`src/rtl/hold_avg_pkg.sv`:
```
package hold_avg_pkg;

    typedef enum logic [1:0] {
        ST_IDLE = 2'd0,
        ST_ACC  = 2'd1,
        ST_DIV  = 2'd2,
        ST_DONE = 2'd3
    } avg_state_e;

endpackage

```
`src/rtl/hold_avg_hist.sv`:
```
module hold_avg_hist #(
    parameter int DATA_W = 16,
    parameter int DEPTH  = 128,
    localparam int AW    = $clog2(DEPTH),
    localparam int CW    = AW + 1
) (
    input  logic              clk_i,
    input  logic              rst_i,
    input  logic              wr_en_i,
    input  logic [DATA_W-1:0] wr_data_i,
    input  logic [AW-1:0]     rd_idx_i,
    output logic [DATA_W-1:0] rd_data_o,
    output logic [AW-1:0]     wr_ptr_o,
    output logic [CW-1:0]     count_o,
    output logic [DATA_W-1:0] last_o
);

    typedef struct packed {
        logic [AW-1:0]     ptr;
        logic [CW-1:0]     cnt;
        logic [DATA_W-1:0] last;
    } hist_t;

    hist_t q, d;
    logic [DATA_W-1:0] mem [DEPTH];

    always_comb begin
        d = q;
        if (wr_en_i) begin
            d.ptr  = q.ptr + AW'(1);
            d.last = wr_data_i;
            if (q.cnt != CW'(DEPTH)) begin
                d.cnt = q.cnt + CW'(1);
            end
        end
    end

    always_ff @(posedge clk_i) begin
        if (rst_i) begin
            q <= '0;
        end else begin
            q <= d;
        end
    end

    always_ff @(posedge clk_i) begin
        if (wr_en_i) begin
            mem[q.ptr] <= wr_data_i;
        end
    end

    assign rd_data_o = mem[rd_idx_i];
    assign wr_ptr_o  = q.ptr;
    assign count_o   = q.cnt;
    assign last_o    = q.last;

endmodule

```
`src/rtl/hold_avg_span.sv`:
```
module hold_avg_span #(
    parameter int DEPTH = 128,
    parameter int WIN0  = 4,
    parameter int WIN1  = 10,
    parameter int WIN2  = 30,
    parameter int WIN3  = 60,
    parameter int DLY0  = 1,
    parameter int DLY1  = 2,
    parameter int DLY2  = 4,
    parameter int DLY3  = 10,
    parameter int DLY4  = 30,
    parameter int DLY5  = 60,
    localparam int AW   = $clog2(DEPTH),
    localparam int CW   = AW + 1
) (
    input  logic [1:0]    win_sel_i,
    input  logic [2:0]    dly_sel_i,
    input  logic [CW-1:0] count_i,
    input  logic [AW-1:0] wr_ptr_i,
    output logic [CW-1:0] n_o,
    output logic [AW-1:0] start_o
);

    logic [CW-1:0] win_t;
    logic [CW-1:0] dly_t;
    logic [CW-1:0] avail;

    always_comb begin
        unique case (win_sel_i)
            2'd0:    win_t = CW'(WIN0);
            2'd1:    win_t = CW'(WIN1);
            2'd2:    win_t = CW'(WIN2);
            default: win_t = CW'(WIN3);
        endcase
        case (dly_sel_i)
            3'd0:    dly_t = CW'(DLY0);
            3'd1:    dly_t = CW'(DLY1);
            3'd2:    dly_t = CW'(DLY2);
            3'd3:    dly_t = CW'(DLY3);
            3'd4:    dly_t = CW'(DLY4);
            default: dly_t = CW'(DLY5);
        endcase
        avail   = (count_i > dly_t) ? (count_i - dly_t) : '0;
        n_o     = (avail < win_t) ? avail : win_t;
        start_o = wr_ptr_i - AW'(1) - AW'(dly_t);
    end

endmodule

```
`src/rtl/hold_avg_div.sv`:
```
module hold_avg_div #(
    parameter int NUM_W = 24,
    parameter int DEN_W = 8,
    parameter int Q_W   = 16,
    localparam int CNT_W = $clog2(NUM_W + 1)
) (
    input  logic             clk_i,
    input  logic             rst_i,
    input  logic             start_i,
    input  logic [NUM_W-1:0] num_i,
    input  logic [DEN_W-1:0] den_i,
    output logic             done_o,
    output logic [Q_W-1:0]   quot_o
);

    typedef struct packed {
        logic [NUM_W-1:0] quo;
        logic [DEN_W-1:0] rem;
        logic [CNT_W-1:0] cnt;
        logic             busy;
        logic             done;
    } div_t;

    div_t q, d;
    logic [DEN_W:0] trial;
    logic           fits;

    always_comb begin
        d      = q;
        d.done = 1'b0;
        trial  = {q.rem, q.quo[NUM_W-1]};
        fits   = (trial >= {1'b0, den_i});
        if (start_i) begin
            d.quo  = num_i;
            d.rem  = '0;
            d.cnt  = CNT_W'(NUM_W);
            d.busy = 1'b1;
        end else if (q.busy) begin
            d.rem = fits ? DEN_W'(trial - {1'b0, den_i}) : DEN_W'(trial);
            d.quo = {q.quo[NUM_W-2:0], fits};
            d.cnt = q.cnt - CNT_W'(1);
            if (q.cnt == CNT_W'(1)) begin
                d.busy = 1'b0;
                d.done = 1'b1;
            end
        end
    end

    always_ff @(posedge clk_i) begin
        if (rst_i) begin
            q <= '0;
        end else begin
            q <= d;
        end
    end

    assign done_o = q.done;
    assign quot_o = q.quo[Q_W-1:0];

endmodule

```
`src/rtl/hold_avg_top.sv`:
```
module hold_avg_top #(
    parameter int DATA_W = 16,
    parameter int DEPTH  = 128,
    parameter int WIN0   = 4,
    parameter int WIN1   = 10,
    parameter int WIN2   = 30,
    parameter int WIN3   = 60,
    parameter int DLY0   = 1,
    parameter int DLY1   = 2,
    parameter int DLY2   = 4,
    parameter int DLY3   = 10,
    parameter int DLY4   = 30,
    parameter int DLY5   = 60
) (
    input  logic              clk_i,
    input  logic              rst_i,
    input  logic [DATA_W-1:0] samp_i,
    input  logic              tick_i,
    input  logic              locked_i,
    input  logic              sel_valid_i,
    input  logic              alt_valid_i,
    input  logic [1:0]        win_sel_i,
    input  logic [2:0]        dly_sel_i,
    output logic [DATA_W-1:0] hold_freq_o,
    output logic              hold_active_o,
    output logic              avg_ready_o
);

    import hold_avg_pkg::*;

    localparam int AW    = $clog2(DEPTH);
    localparam int CW    = AW + 1;
    localparam int SUM_W = DATA_W + CW;

    typedef struct packed {
        avg_state_e        st;
        logic [AW-1:0]     rd_idx;
        logic [CW-1:0]     left;
        logic [CW-1:0]     den;
        logic [SUM_W-1:0]  sum;
        logic [DATA_W-1:0] held;
        logic              hold;
        logic              ready;
        logic              go;
    } top_t;

    top_t q, d;

    logic              want_hold;
    logic              wr_en;
    logic [DATA_W-1:0] rd_data;
    logic [AW-1:0]     wr_ptr;
    logic [CW-1:0]     count;
    logic [DATA_W-1:0] last;
    logic [CW-1:0]     span_n;
    logic [AW-1:0]     span_start;
    logic              div_done;
    logic [DATA_W-1:0] div_quot;

    assign want_hold = !sel_valid_i && !alt_valid_i;
    assign wr_en     = tick_i && locked_i && !want_hold && !q.hold;

    hold_avg_hist #(
        .DATA_W(DATA_W),
        .DEPTH (DEPTH)
    ) hist_i (
        .clk_i    (clk_i),
        .rst_i    (rst_i),
        .wr_en_i  (wr_en),
        .wr_data_i(samp_i),
        .rd_idx_i (q.rd_idx),
        .rd_data_o(rd_data),
        .wr_ptr_o (wr_ptr),
        .count_o  (count),
        .last_o   (last)
    );

    hold_avg_span #(
        .DEPTH(DEPTH),
        .WIN0(WIN0), .WIN1(WIN1), .WIN2(WIN2), .WIN3(WIN3),
        .DLY0(DLY0), .DLY1(DLY1), .DLY2(DLY2),
        .DLY3(DLY3), .DLY4(DLY4), .DLY5(DLY5)
    ) span_i (
        .win_sel_i(win_sel_i),
        .dly_sel_i(dly_sel_i),
        .count_i  (count),
        .wr_ptr_i (wr_ptr),
        .n_o      (span_n),
        .start_o  (span_start)
    );

    hold_avg_div #(
        .NUM_W(SUM_W),
        .DEN_W(CW),
        .Q_W  (DATA_W)
    ) div_i (
        .clk_i  (clk_i),
        .rst_i  (rst_i),
        .start_i(q.go),
        .num_i  (q.sum),
        .den_i  (q.den),
        .done_o (div_done),
        .quot_o (div_quot)
    );

    always_comb begin
        d    = q;
        d.go = 1'b0;
        if (!q.hold) begin
            if (want_hold) begin
                d.hold  = 1'b1;
                d.ready = 1'b0;
                if (span_n == '0) begin
                    d.held  = last;
                    d.ready = 1'b1;
                    d.st    = ST_DONE;
                end else begin
                    d.st     = ST_ACC;
                    d.rd_idx = span_start;
                    d.left   = span_n;
                    d.den    = span_n;
                    d.sum    = '0;
                end
            end
        end else if (!want_hold) begin
            d.hold  = 1'b0;
            d.ready = 1'b0;
            d.st    = ST_IDLE;
        end else begin
            unique case (q.st)
                ST_ACC: begin
                    d.sum    = q.sum + SUM_W'(rd_data);
                    d.rd_idx = q.rd_idx - AW'(1);
                    d.left   = q.left - CW'(1);
                    if (q.left == CW'(1)) begin
                        d.st = ST_DIV;
                        d.go = 1'b1;
                    end
                end
                ST_DIV: begin
                    if (div_done) begin
                        d.held  = div_quot;
                        d.ready = 1'b1;
                        d.st    = ST_DONE;
                    end
                end
                default: begin
                end
            endcase
        end
    end

    always_ff @(posedge clk_i) begin
        if (rst_i) begin
            q    <= '0;
            q.st <= ST_IDLE;
        end else begin
            q <= d;
        end
    end

    assign hold_freq_o   = q.held;
    assign hold_active_o = q.hold;
    assign avg_ready_o   = q.ready;

endmodule

```
`config.mk`:
```
export PLATFORM = sky130hd
export DESIGN_NAME = hold_avg_top
export DESIGN_NICKNAME = d
export VERILOG_FILES = /design/src/rtl/hold_avg_pkg.sv /design/src/rtl/hold_avg_hist.sv /design/src/rtl/hold_avg_span.sv /design/src/rtl/hold_avg_div.sv /design/src/rtl/hold_avg_top.sv
export SDC_FILE = /design/constraint.sdc
export NUM_CORES = 2
export LEC_CHECK = 0
export BUFFER_PORTS_ARGS = -buffer_cell sky130_fd_sc_hd__buf_2
export CAP_MARGIN = 30
export CORE_AREA = 2 2 500 502
export DETAILED_ROUTE_END_ITERATION = 8
export DIE_AREA = 0 0 502 504
export GPL_ROUTABILITY_DRIVEN = 0
export HOLD_SLACK_MARGIN = 0.08
export PLACE_DENSITY = 0.5
export REMOVE_ABC_BUFFERS = 1
export SYNTH_ARGS = -nofsm -noshare
export SYNTH_HDL_FRONTEND = slang
export SYNTH_SLANG_ARGS = --single-unit
export TNS_END_PERCENT = 50
```
`constraint.sdc`:
```
create_clock -name clk_i -period 15.1 [get_ports clk_i]
set_clock_uncertainty 0.15 [all_clocks]
set_input_delay 0.755 -clock clk_i [delete_from_list [all_inputs] [get_ports clk_i]]
set_output_delay 0.755 -clock clk_i [all_outputs]
set_load 0.01 [all_outputs]
```
### Word level (Yosys, flattened, before mapping)

Memories as Yosys holds them, arrays and structs flattened. A register that Yosys moved wholly into a read port is not among the register bits.
Cells that the tools add are included.

| word-level totals | value |
|---|---|
| register bits after elaboration | 138 |
| output and inout port bits | 18 |
| RAM bits | 2,048 |
| memories | 1 |
| word-level logic and storage cells | 114 |

| cells by class | value |
|---|---|
| bitwise gates (word level) | 5 |
| muxes and demuxes | 34 |
| equality and inequality tests | 20 |
| reductions and logical operators | 23 |
| add/sub/neg operators | 10 |
| magnitude comparators | 3 |

Memory list:

| name | depth | width | read ports | clocked after memory_dff | write ports | RTL line | RTL |
|---|---|---|---|---|---|---|---|
| hist_i.mem | 128 | 16 | 1 | 1 | 1 | hold_avg_hist.sv:25 | `logic [DATA_W-1:0] mem [DEPTH];` |

Operator list:

| cell | count |
|---|---|
| $mux 67 | 1 |
| $mux 16 | 3 |
| $mux 47 | 1 |
| $mux 42 | 1 |
| $mux 40 | 1 |
| $mux 39 | 1 |
| $mux 38 | 1 |
| $mux 15 | 2 |
| $pmux 6 s5 | 1 |
| $add 24x16->24 | 1 |
| $mux 24 | 1 |
| $mux 8 | 3 |
| $pmux 6 s3 | 1 |
| $mux 17 | 1 |
| $mux 7 | 2 |
| $sub 7x1->7 const B | 2 |
| $mux 2 | 5 |
| $ge 9x8->1 | 1 |
| $reduce_and 3->1 | 3 |
| $add 8x1->8 const B | 1 |
| $eq 8x1->1 const B | 1 |
| $gt 8x6->1 | 1 |
| $logic_not 8->1 | 1 |
| $lt 8x6->1 | 1 |
| 32 further kinds | 58 |

### Logic depth before layout (Yosys ltp)

| depth | value |
|---|---|
| depth in word-level cells | 12 |
| depth in mapped cells | 21 |
| mapped depth without buffers | 19 |

### By module

From an unflattened synthesis, not the netlist that was laid out.

| unflattened totals | value |
|---|---|
| cell total of the unflattened synthesis | 4,130 |
| area, all modules | 86,924.6 um2 |

Modules (own cells, without submodules):

| module | seq. area each (um2) | area an instance (um2) | cells an instance | times used |
|---|---|---|---|---|
| hold_avg_hist | 62,119.6 | 79,451.2 | 3,197 | 1 |
| hold_avg_top | 1,361.3 | 4,314.1 | 542 | 1 |
| hold_avg_div | 780.7 | 2,277.2 | 278 | 1 |
| hold_avg_span | 0.0 | 882.1 | 113 | 1 |

### Least setup slack after synthesis

No wires, ideal clock.

| path | value |
|---|---|
| path type | flip-flop to flip-flop |
| start point | register with a tool-made name |
| end point | register q[37] in the netlist's numbering |
| required time | 14.818 ns |
| buffers on the path | 2 |
| clock period less this slack | 4.890 ns |
| cell stages (with the launch flop) | 17 |
| setup time | 0.132 ns |
| data arrival time | 4.608 ns |
| slack | 10.210 ns |
| cell sequence | dfxtp_1 buf_2 buf_1 mux4_2 mux4_2 mux4_2 mux2_2 ha_1 fa_1 a21o_1 a211oi_1 or4_1 nand3b_1 a31oi_1 nand3b_1 or3_1 a21oi_1 |

RTL lines:

| element | RTL line | RTL |
|---|---|---|
| end, declared | hold_avg_top.sv:47 | `top_t q, d;` |

==> impl_results.md <==
- ANT nets after route: 0
- CTS resizes: 0
- Slew of the pin with the lowest slew margin: between 1 and 1.5 ns
- Synth Instances: around 4100
- Yosys warns: 0
- Top post-synthesis cells by area: edfxtp_1, mux4_2, dfxtp_1, nor2_1, ha_1
- Ys flop type: edfxtp_1
- Die width: 502 microns
- RSZ-0062 raised after global routing: no
- Crit. End Element: flip-flop
- GRT overflow: 0
- FF+latch count, synth: 2193
- Die area: around 0.25 sq mm
- Post-synth EDFFs: about 2000
- Area of the multi-input gates: 0.0210 sq mm
- Hold slack: 0.162 ns
- Max layer used: met5
- Peak VDD IR: 0.0976 mV
- Worst Path Buf+Inv: 3
- Largest net degree at the start of global routing: 144
- PwrDens: about 130 mW/mm^2
- Design Power: 12.4 mW
- Share of the synthesized area in the top cell type: 71.2%
- Worst-case clock buffer depth: 3
- Part of the cycle the worst path needs: between 40 and 50%
- Worst skew pair latency: ~0.86 ns
- Crit start category: flip-flop
- Max-slew violation total from the final report: 0
- Seq/Total Area, Yosys: 74.6%
- Share of cells above drive strength 1: 29.4%
- Area growth syn-to-layout: 14.4%
- CTS tree: built
- CTS Sinks: around 2200
- Critical path fanouts, max: 143
- Number of fill cells: 21818
- Leakage: 29.8 nW
- Core area: 0.248 sq mm
- Post-synthesis cell type count: 64
- Vias per cell: 5.35
- Placed cells: about 7400
- Hold Crit Class: in2reg
- DR pass1 iterations: 5
- Detail Placement HPWL: 133000 microns
- Fmax: 142 MHz
- Crit path kind: reg2reg
- Asr flop ratio synth: 0%
- Worst path cell trace: buf_16 > buf_12 > buf_4 > mux4_2 > mux4_2 > mux4_2 > mux2_2 > ha_1 > nand3_1 > o211ai_1 > o211ai_1 > o21ai_0 > a21oi_1 > nand2b_1 > or3_1 > a21oi_1
- Mean area per synthesized cell: 21.2 sq um
- First-pass GRT wire length: 326000 microns
- Port Buffers: 44
- Met3 wire len: roughly 14000 microns
- WL met1: 103000 microns
- Max stage delay cell, worst path: buf_4
- Post-route cell area: 0.0987 sq mm
- Minimum clock period: 7.05 ns
- Cell mode on critical path: mux4_2
- Die H: about 500 microns
- Total GRT Usage: 18.1%
- Wire per inst: approximately 29 microns
- Maxcap violations: 0
- CP Data Arrival Time: 7.68 ns
- Total CTS buffers: 221
- Critical Path RT: 15.72 ns
- Worst slew margin: 22.0%
- Outcome: finished, final reports clean
- 1st-iter DRT viols: ~4500
- Clock root buffer: clkbuf_16
- Clock-pin slew on the worst setup and hold paths: roughly 0.060 ns
- FP Rows: 183
- Final nets: 4389
- Hold_buf cts: 2
- Final setup viols: 0
- Post-CTS Setup Bufs: 0
- CTS H-tree depth: 4
- IO Pins: 45
- Final wirelength: 230000 microns
- Cell Count, Final, Fillers Out: 7828
- Initial antenna violation count: 29
- Placed cell area: ~0.091 sq mm
- FF+latch area: 0.0644 sq mm
- Delay-heaviest family, CP: multiplexers
- Starting Density: 34.9%
- Via Count: 41870
- Mapped Area: 0.0863 sq mm
- Largest area contributor in the netlist: edfxtp_1
- Met2 wire len: 108000 microns
- Vias in the first global route: 41926
- Critical path's largest stage delay: 0.70 ns
- DRC Markers: 0
- Final Hold Fails: 0
[worst paths after layout]
| path | to | cells after the start | slack, ns | startpoint |
|---|---|---|---|---|
| max | q[36] | 16 | 8.05 | flip-flop |
| min | hold_active_o | 3 | 0.16 | sel_valid_i |
| max reg2reg | q[36] | 16 | 8.05 | flip-flop |
| min reg2reg | q[49] | 2 | 0.30 | q[49] |
[routing by layer]
metal	vias to the layer above	track usage [%]
li1	17408	-
met1	22909	26.7
met2	1287	28.2
met3	262	3.02
met4	4	3.60
met5	-	0
[layout make-up]
cell class              count  area share (%)
flip-flops and latches   2193            65.3
multi-input cells        1601            21.2
clock buffers             282            5.93
well taps                3330            4.22
repair buffers            240            2.02
clock inverters           126            1.15
inverters                  47           0.179
diodes                      9          0.0228
[layout by cell type (no fill, tap or decap), types with 19 or more instances in the layout]
cell type	count
ha_1	54
and3_1	23
clkbuf_1	55
nor2_1	201
nand2_1	97
buf_4	195
dfxtp_1	136
inv_1	47
clkinv_1	53
nand3_1	32
xnor2_1	26
clkbuf_16	224
nor2_2	52
mux2_2	19
mux4_2	672
clkinv_2	39
edfxtp_1	2048
a211oi_1	23
o21ai_0	39
buf_2	27
a21oi_1	125
mux2i_1	31
[Yosys cell counts, types with 14 or more instances]
master,n
mux2i_1,31
inv_1,47
or3_1,14
ha_1,54
nor2_1,267
nor3_1,16
buf_1,29
mux4_2,672
nand2_1,97
a21oi_1,125
dfxtp_1,145
buf_2,57
xor2_1,18
mux2_2,19
buf_4,20
nand3_1,35
a211oi_1,23
o21ai_0,39
and3_1,23
xnor2_1,26
clkbuf_1,129
edfxtp_1,2048
[registers in the layout, indices dropped and copies added (netlist names), named ones only]
name / cells
avg_ready_o: 1
div_i.done_o: 1
div_i.q: 22
div_i.quot_o: 16
hist_i.count_o: 8
hist_i.last_o: 16
hist_i.mem: 2048
hist_i.wr_ptr_o: 7
hold_active_o: 1
hold_freq_o: 16
q: 50
[power breakdown]
part	total [mW]	internal (mW)	switching (mW)
Combinational	0.395	0.136	0.258
Sequential	6.66	6.65	0.00965
Clock	5.34	3.02	2.32
[worst reg2reg max path: cells and delay by family (launching register included)]
family / cells / cell delay (ns)
multiplexers: 4 / 1.95
buffers and inverters: 3 / 1.92
adder cells (fa/ha/maj): 1 / 0.36
flip-flops: 1 / 0.58
AND/OR/NAND/NOR: 3 / 0.62
AO/OA/AOI/OAI: 5 / 1.39
[through the flow]
stage / setup slack, ns / utilization, % / setup TNS, ns
2_1_floorplan: -9.73 / - / -224.02
3_3_place_gp: 7.66 / 36.9 / 0
3_5_place_dp: 7.69 / 37.0 / 0
4_1_cts: 7.65 / 39.8 / 0
5_1_grt: 7.50 / 39.9 / 0
6_report: 8.05 / 39.9 / 0
[cell families after synthesis]
kind of cell / Yosys count / synth area share [%]
flip-flops: 2193 / 74.6
multiplexers: 722 / 18.1
AO/OA/AOI/OAI: 262 / 1.87
XOR/XNOR: 44 / 0.446
AND/OR/NAND/NOR: 515 / 2.65
buffers and inverters: 284 / 1.42
adder cells (fa/ha/maj): 58 / 0.875
Power figures use the tool's default switching activity.
